`src/rtl/pio_fifo_pkg.sv`:
```
package pio_fifo_pkg;

  typedef enum logic [1:0] {
    OP_IDLE   = 2'd0,
    OP_STATUS = 2'd1,
    OP_READ   = 2'd2,
    OP_WRITE  = 2'd3
  } host_op_e;

  localparam logic [7:0] FLAGS_AFTER_STATUS = 8'd2;
  localparam logic [7:0] STATUS_TAIL_BYTE   = 8'h00;

  // Data-out is signalled by phase bits 2:1 both zero.
  function automatic logic phase_is_out(input logic [2:0] ph);
    return (ph[2:1] == 2'b00);
  endfunction

endpackage

```
`src/rtl/pio_fifo_regfile.sv`:
```
module pio_fifo_regfile #(
  parameter int DEPTH = 16,
  parameter int WIDTH = 8,
  localparam int AW = $clog2(DEPTH)
) (
  input  logic             clk,
  input  logic             we_a,
  input  logic [AW-1:0]    addr_a,
  input  logic [WIDTH-1:0] data_a,
  input  logic             we_b,
  input  logic [AW-1:0]    addr_b,
  input  logic [WIDTH-1:0] data_b,
  input  logic [AW-1:0]    raddr,
  output logic [WIDTH-1:0] rdata
);

  logic [DEPTH*WIDTH-1:0] flat;

  // One register per entry so two entries can be written in the same cycle.
  for (genvar i = 0; i < DEPTH; i++) begin : g_ent
    logic [WIDTH-1:0] q;
    always_ff @(posedge clk) begin
      if (we_a && addr_a == AW'(i)) begin
        q <= data_a;
      end else if (we_b && addr_b == AW'(i)) begin
        q <= data_b;
      end
    end
    assign flat[i*WIDTH +: WIDTH] = q;
  end

  assign rdata = flat[raddr*WIDTH +: WIDTH];

endmodule

```
`src/rtl/pio_fifo_ctrl.sv`:
```
module pio_fifo_ctrl
  import pio_fifo_pkg::*;
#(
  parameter int DEPTH = 16,
  localparam int AW = $clog2(DEPTH),
  localparam int LW = $clog2(DEPTH + 1)
) (
  input  logic          clk,
  input  logic          rst,
  input  logic          host_wr,
  input  logic [7:0]    host_wdata,
  input  logic          host_rd,
  input  logic [2:0]    bus_phase,
  input  logic          cmd_collect,
  input  logic          sts_load,
  input  logic [7:0]    sts_byte,
  // storage interface
  output logic          st_we_a,
  output logic [AW-1:0] st_addr_a,
  output logic [7:0]    st_data_a,
  output logic          st_we_b,
  output logic [AW-1:0] st_addr_b,
  output logic [7:0]    st_data_b,
  output logic [AW-1:0] st_raddr,
  input  logic [7:0]    st_rdata,
  // command buffer push
  output logic          cmd_push,
  // registered results
  output logic [7:0]    host_rdata,
  output logic [LW-1:0] fifo_level,
  output logic [7:0]    xfer_flags,
  output logic          overrun,
  output logic          irq_pulse
);

  localparam logic [LW-1:0] FULL_MARK = LW'(DEPTH - 1);

  host_op_e      op;
  logic [AW-1:0] rptr_q, wptr_q;
  logic [LW-1:0] occ_q;
  logic          fifo_push, push_reject, pop, read_out;

  always_comb begin
    if (sts_load)     op = OP_STATUS;
    else if (host_rd) op = OP_READ;
    else if (host_wr) op = OP_WRITE;
    else              op = OP_IDLE;
  end

  assign fifo_push   = (op == OP_WRITE) && !cmd_collect && (occ_q != FULL_MARK);
  assign push_reject = (op == OP_WRITE) && !cmd_collect && (occ_q == FULL_MARK);
  assign cmd_push    = (op == OP_WRITE) && cmd_collect;
  assign pop         = (op == OP_READ) && (occ_q != '0);
  assign read_out    = phase_is_out(bus_phase);

  // Port A carries normal pushes and the status byte; port B the zero tail.
  assign st_we_a   = fifo_push || (op == OP_STATUS);
  assign st_addr_a = (op == OP_STATUS) ? '0 : wptr_q;
  assign st_data_a = (op == OP_STATUS) ? sts_byte : host_wdata;
  assign st_we_b   = (op == OP_STATUS);
  assign st_addr_b = AW'(1);
  assign st_data_b = STATUS_TAIL_BYTE;
  assign st_raddr  = rptr_q;

  always_ff @(posedge clk) begin
    if (rst) begin
      rptr_q     <= '0;
      wptr_q     <= '0;
      occ_q      <= '0;
      host_rdata <= '0;
      xfer_flags <= '0;
      overrun    <= 1'b0;
      irq_pulse  <= 1'b0;
    end else begin
      overrun   <= push_reject;
      irq_pulse <= pop || (op == OP_STATUS);
      unique case (op)
        OP_STATUS: begin
          occ_q      <= LW'(2);
          rptr_q     <= '0;
          wptr_q     <= AW'(2);
          xfer_flags <= FLAGS_AFTER_STATUS;
        end
        OP_READ: begin
          if (pop) begin
            occ_q <= occ_q - 1'b1;
            if (read_out) begin
              host_rdata <= 8'h00;
            end else begin
              host_rdata <= st_rdata;
              rptr_q     <= rptr_q + 1'b1;
            end
            if (occ_q == LW'(1)) begin
              rptr_q     <= '0;
              wptr_q     <= '0;
              xfer_flags <= '0;
            end
          end
        end
        OP_WRITE: begin
          if (fifo_push) begin
            wptr_q <= wptr_q + 1'b1;
            occ_q  <= occ_q + 1'b1;
          end
        end
        default: ;
      endcase
    end
  end

  assign fifo_level = occ_q;

endmodule

```
`src/rtl/pio_cmd_buf.sv`:
```
module pio_cmd_buf #(
  parameter int CMD_DEPTH = 16,
  localparam int CAW = $clog2(CMD_DEPTH),
  localparam int CLW = $clog2(CMD_DEPTH + 1)
) (
  input  logic           clk,
  input  logic           rst,
  input  logic           push,
  input  logic [7:0]     wdata,
  input  logic           clear,
  input  logic [CAW-1:0] rd_addr,
  output logic [7:0]     rd_data,
  output logic [CLW-1:0] level,
  output logic           ovf
);

  logic [CLW-1:0] len_q;
  logic           full, we;
  logic [7:0]     raw;

  assign full = (len_q == CLW'(CMD_DEPTH));
  assign we   = push && !clear && !full;

  pio_fifo_regfile #(.DEPTH(CMD_DEPTH), .WIDTH(8)) u_store (
    .clk    (clk),
    .we_a   (we),
    .addr_a (len_q[CAW-1:0]),
    .data_a (wdata),
    .we_b   (1'b0),
    .addr_b ('0),
    .data_b (8'h00),
    .raddr  (rd_addr),
    .rdata  (raw)
  );

  always_ff @(posedge clk) begin
    if (rst) begin
      len_q   <= '0;
      ovf     <= 1'b0;
      rd_data <= '0;
    end else begin
      ovf     <= push && !clear && full;
      rd_data <= raw;
      if (clear)   len_q <= '0;
      else if (we) len_q <= len_q + 1'b1;
    end
  end

  assign level = len_q;

endmodule

```
`src/rtl/pio_byte_fifo.sv`:
```
module pio_byte_fifo #(
  parameter int DEPTH = 16,
  parameter int CMD_DEPTH = 16,
  localparam int LW  = $clog2(DEPTH + 1),
  localparam int CAW = $clog2(CMD_DEPTH),
  localparam int CLW = $clog2(CMD_DEPTH + 1)
) (
  input  logic           clk,
  input  logic           rst,
  input  logic           host_wr,
  input  logic [7:0]     host_wdata,
  input  logic           host_rd,
  output logic [7:0]     host_rdata,
  input  logic [2:0]     bus_phase,
  input  logic           cmd_collect,
  input  logic           sts_load,
  input  logic [7:0]     sts_byte,
  input  logic           cmd_clear,
  input  logic [CAW-1:0] cmd_raddr,
  output logic [7:0]     cmd_rdata,
  output logic [LW-1:0]  fifo_level,
  output logic [CLW-1:0] cmd_level,
  output logic [7:0]     xfer_flags,
  output logic           overrun,
  output logic           cmd_overrun,
  output logic           irq_pulse
);

  localparam int AW = $clog2(DEPTH);

  logic          st_we_a, st_we_b, cmd_push;
  logic [AW-1:0] st_addr_a, st_addr_b, st_raddr;
  logic [7:0]    st_data_a, st_data_b, st_rdata;

  pio_fifo_ctrl #(.DEPTH(DEPTH)) u_ctrl (
    .clk         (clk),
    .rst         (rst),
    .host_wr     (host_wr),
    .host_wdata  (host_wdata),
    .host_rd     (host_rd),
    .bus_phase   (bus_phase),
    .cmd_collect (cmd_collect),
    .sts_load    (sts_load),
    .sts_byte    (sts_byte),
    .st_we_a     (st_we_a),
    .st_addr_a   (st_addr_a),
    .st_data_a   (st_data_a),
    .st_we_b     (st_we_b),
    .st_addr_b   (st_addr_b),
    .st_data_b   (st_data_b),
    .st_raddr    (st_raddr),
    .st_rdata    (st_rdata),
    .cmd_push    (cmd_push),
    .host_rdata  (host_rdata),
    .fifo_level  (fifo_level),
    .xfer_flags  (xfer_flags),
    .overrun     (overrun),
    .irq_pulse   (irq_pulse)
  );

  pio_fifo_regfile #(.DEPTH(DEPTH), .WIDTH(8)) u_store (
    .clk    (clk),
    .we_a   (st_we_a),
    .addr_a (st_addr_a),
    .data_a (st_data_a),
    .we_b   (st_we_b),
    .addr_b (st_addr_b),
    .data_b (st_data_b),
    .raddr  (st_raddr),
    .rdata  (st_rdata)
  );

  pio_cmd_buf #(.CMD_DEPTH(CMD_DEPTH)) u_cmd (
    .clk     (clk),
    .rst     (rst),
    .push    (cmd_push),
    .wdata   (host_wdata),
    .clear   (cmd_clear),
    .rd_addr (cmd_raddr),
    .rd_data (cmd_rdata),
    .level   (cmd_level),
    .ovf     (cmd_overrun)
  );

endmodule

```
`config.mk`:
```
export PLATFORM = sky130hd
export DESIGN_NAME = pio_byte_fifo
export DESIGN_NICKNAME = d
export VERILOG_FILES = /design/src/rtl/pio_fifo_pkg.sv /design/src/rtl/pio_fifo_regfile.sv /design/src/rtl/pio_fifo_ctrl.sv /design/src/rtl/pio_cmd_buf.sv /design/src/rtl/pio_byte_fifo.sv
export SDC_FILE = /design/constraint.sdc
export NUM_CORES = 1
export LEC_CHECK = 0
export CORE_UTILIZATION = 48
export CTS_CLUSTER_DIAMETER = 50
export CTS_CLUSTER_SIZE = 40
export DETAILED_ROUTE_END_ITERATION = 16
export DONT_BUFFER_PORTS = 1
export PLACE_DENSITY = 0.68
export SYNTH_ARGS = -nofsm -noshare
export SYNTH_HDL_FRONTEND = slang
export SYNTH_SLANG_ARGS = --single-unit
```
`constraint.sdc`:
```
create_clock -name clk -period 5.6 [get_ports clk]
set_input_delay 1.68 -clock clk [delete_from_list [all_inputs] [get_ports clk]]
set_output_delay 1.68 -clock clk [all_outputs]
set_load 0.05 [all_outputs]
```
==> metrics.md <==
| Metric | Value |
|---|---|
| Largest net degree at the start of global routing | `33` |
| Switching share of power | `0.235` |
| Total CTS buffers | `26` |
| FF-to-FF Start | `u_ctrl.fifo_level[0]` |
| GRT Util Overall | `0.190` |
| Post-synthesis average cell area | `17.8 sq um` |
| Final Wtd Congestion | `between 0.7 and 0.8` |
| CP cell instances | `nor2_1, nor2_1, ha_1, buf_4, or3b_4, or3b_2, or3b_4, nor2_1` |
| Yosys warning total | `0` |
| Worst setup path startpoint | `host_wr` |
| Cts-stage hold buffer count | `0` |
| Cell mode on critical path | `nor2_1` |
| Max stage delay on crit path | `about 0.66 ns` |
| Global route overflow | `0` |
| CP Capture Type | `flop` |
| Fmax | `0.240 GHz` |
| Arr. time, crit path | `between 4 and 5 ns` |
| Detailed placer's ending HPWL | `15,500 microns` |
| RSZ-0062 raised after global routing | `false` |
| Clock root cell | `clkbuf_16` |
| R2r setup slk | `1.90 ns` |
| CTS tree | `yes` |
| Int Power | `about 3.5 mW` |
| Initial DRC Count | `a little under 500` |
| Share of cells above drive strength 1 | `0.221` |
| DR DRC count | `0` |
| Levels on crit path | `8` |
| Max Fanout on Critical Path | `20` |
| Final hold vios | `0` |
| NetSw | `~1.1 mW` |
| Max Slew Vio Count | `0` |
| Hold Crit Class | `flop to flop` |
| Crit path to | `u_store.g_ent[7].q[1]` |
| H-tree Lvls | `1` |
| CTS sink cnt | `between 200 and 300` |
| Power density over the cells | `about 340 nW/um^2` |
| Comb pwr share | `0.050` |
| Slowest cell on the critical path | `nor2_1` |
| DR pass1 iterations | `7` |
| Reg2reg path depth | `7` |
| Die W | `approximately 160 microns` |
| Cell Area, Synth | `approximately 12,000 sq um` |
| Via/cell ratio | `~5.9` |
| Vias | `6,033` |
| Crit path kind | `input port to flop` |
| Endpoints failing setup | `0` |
| Initial antenna violation count | `0` |
| PortBufs | `0` |
| Maximum vdd drop | `roughly 0.25 mV` |
| First-pass GRT wire length | `roughly 37,000 microns` |
| Share of Yosys cell area claimed by the top area cell type | `0.642` |
| Final WL | `around 24,000 microns` |
| Flop pwr share | `0.547` |
| Fin crit period | `4.16 ns` |
| Number of diodes | `0` |
| Most frequent cell after synthesis | `edfxtp_1` |
| TNS Setup | `0 ns` |
| Critical Path RT | `5.76 ns` |
| Die Footprint | `about 26,000 sq um` |
| Die Height | `about 160 microns` |
| Fill count | `roughly 1,900` |
| Reg2reg end | `u_store.g_ent[7].q[1]` |
| Setup Skew | `roughly 0.017 ns` |
| Row cnt | `57` |
| Cell variety after synth | `64` |
| Final worst-path cycle share | `0.743` |
| Num ports | `between 60 and 70` |
| Post-CTS setup buffers | `0` |
| P&R area growth vs syn | `9.94%` |
| Worst slew pin tran | `~0.98 ns` |
| Clock buffer depth | `3` |
| Synth top cells by count | `edfxtp_1, mux4_2, dfxtp_1, mux2i_1, nor2_1` |
| Wire length per cell | `~23 microns` |
| Post-synthesis async set-or-reset flop share | `0` |
| Final layout net count | `just over 700` |
| Run status | `finished clean` |
| Relative slew slack | `0.345` |
| Static Leak | `~4.2 nW` |
| Max_cap viols | `0` |
| Clk Latency, worst-skew pair | `approximately 0.53 ns` |
| ANT nets after route | `0` |
| Vias in the first global route | `roughly 6,200` |
| Core box area | `around 24,000 sq um` |
| Initial Util | `0.491` |
| Main synth FF type | `edfxtp_1` |
| Family with the most delay on the worst path | `simple AND/OR/NAND/NOR gates` |
| Sequential-to-total area share from yosys stat | `0.706` |
| Largest area contributor in the netlist | `edfxtp_1` |
| Clk slew on worst S/H paths | `around 0.07 ns` |
| CTS resizes | `0` |
| Buffers & Inverters on Critical Path | `1` |
| Hold_ws | `around 0.49 ns` |
| Area contributors post-synth | `edfxtp_1, mux4_2, dfxtp_1` |
| Gate count of the mapped netlist | `671` |
| Setup crit start kind | `input port` |
| Number of flops mapped to enable cells by yosys | `~260` |
| Flops & latches, synth | `294` |
| Clock power share | `0.404` |
[worst min path at each step]
stage	startpoint	to	cells past startpoint
finish	u_ctrl.st_raddr[1]	u_ctrl.st_raddr[1]	2
CTS	u_ctrl.st_raddr[1]	u_ctrl.st_raddr[1]	2
global placement	u_ctrl.st_raddr[3]	u_ctrl.st_raddr[3]	2
global route	u_ctrl.st_raddr[1]	u_ctrl.st_raddr[1]	2
detailed placement	u_ctrl.st_raddr[3]	u_ctrl.st_raddr[3]	2
floorplan	u_ctrl.st_raddr[3]	u_ctrl.st_raddr[3]	2
[flip-flops by register name (all words and copies together), names as in the netlist]
| signal | count |
|---|---|
| u_cmd.u_store.g_ent.q | 128 |
| u_store.g_ent.q | 128 |
| u_cmd.rd_data | 8 |
| u_ctrl.host_rdata | 8 |
| u_cmd.level | 5 |
| u_ctrl.fifo_level | 5 |
| u_ctrl.st_raddr | 4 |
| u_ctrl.wptr_q | 4 |
| u_cmd.ovf | 1 |
| u_ctrl.irq_pulse | 1 |
| u_ctrl.overrun | 1 |
| u_ctrl.xfer_flags | 1 |
[worst reg2reg max path, cell delays in order (launching register included)]
cell and delay (ns):
dfxtp_1 0.55, ha_1 0.37, and3_1 0.19, ha_1 0.21, or3b_4 0.42, or3b_2 0.50, or3b_4 0.42, nor2_1 0.66
[final cells by class]
| type | count | area, sq um | share of cell area |
|---|---|---|---|
| clock buffers | 28 | 689 | 0.0524 |
| clock inverters | 20 | 204 | 0.0155 |
| inverters | 14 | 52.6 | 0.00399 |
| multi-input cells | 322 | 3270 | 0.248 |
| flip-flops and latches | 294 | 8450 | 0.642 |
| well taps | 324 | 405 | 0.0308 |
| repair buffers | 13 | 97.6 | 0.00741 |
[power by group through the flow]
stage	clock (mW)	combinational (mW)	sequential, mW
2_1_floorplan	0	0.195	2.51
3_3_place_gp	0	0.217	2.52
3_5_place_dp	0	0.225	2.52
4_1_cts	1.86	0.225	2.47
5_1_grt	1.94	0.243	2.47
6_report	1.82	0.225	2.47
[metal layers]
metal  track usage  vias to the layer above  wire length (microns)
li1              -                     2660                      -
met1         0.267                     3114                  10000
met2         0.310                      227                  11600
met3        0.0351                       32                   1640
met4        0.0468                        0                    461
met5             0                        -                      0
[per-stage QoR]
stage	cells	power [mW]	cell area (sq um)	utilization	setup slack [ns]
2_1_floorplan	677	2.71	12000	-	1.16
3_3_place_gp	967	2.74	12300	0.503	1.00
3_5_place_dp	967	2.75	12300	0.503	0.900
4_1_cts	1015	4.55	13200	0.540	1.46
5_1_grt	1015	4.66	13200	0.540	1.30
6_report	1015	4.52	13200	0.540	1.44
[logic make-up (layout without fill, tap and decap cells)]
logic type / after synthesis / count (layout) / synth area share
AO/OA/AOI/OAI: 69 / 69 / 0.0397
XOR/XNOR: 4 / 4 / 0.00293
adder cells (fa/ha/maj): 13 / 13 / 0.0136
buffers and inverters: 61 / 75 / 0.0241
flip-flops: 294 / 294 / 0.706
multiplexers: 110 / 110 / 0.160
other: 1 / 7 / 0.000313
AND/OR/NAND/NOR: 119 / 119 / 0.0541
[layout by cell type, fill, tap and decap left out, drive strengths merged, types with 2 or more instances in the layout]
master	instances
a21oi	17
a2bb2oi	7
a311oi	2
and2	2
buf	13
clkbuf	28
clkinv	8
conb	7
dfxtp	38
edfxtp	256
ha	13
inv	25
mux2	8
mux2i	38
mux4	64
nand2	25
nand2b	5
nand3	5
nand4	5
nand4b	2
nor2	35
nor2b	14
nor3	6
nor3b	3
o21a	2
o21ai	13
o22ai	9
o31ai	4
o41ai	2
or2	3
or3	3
or3b	3
or4b	3
xor2	3
No activity file was read; power rests on OpenSTA's default activity.
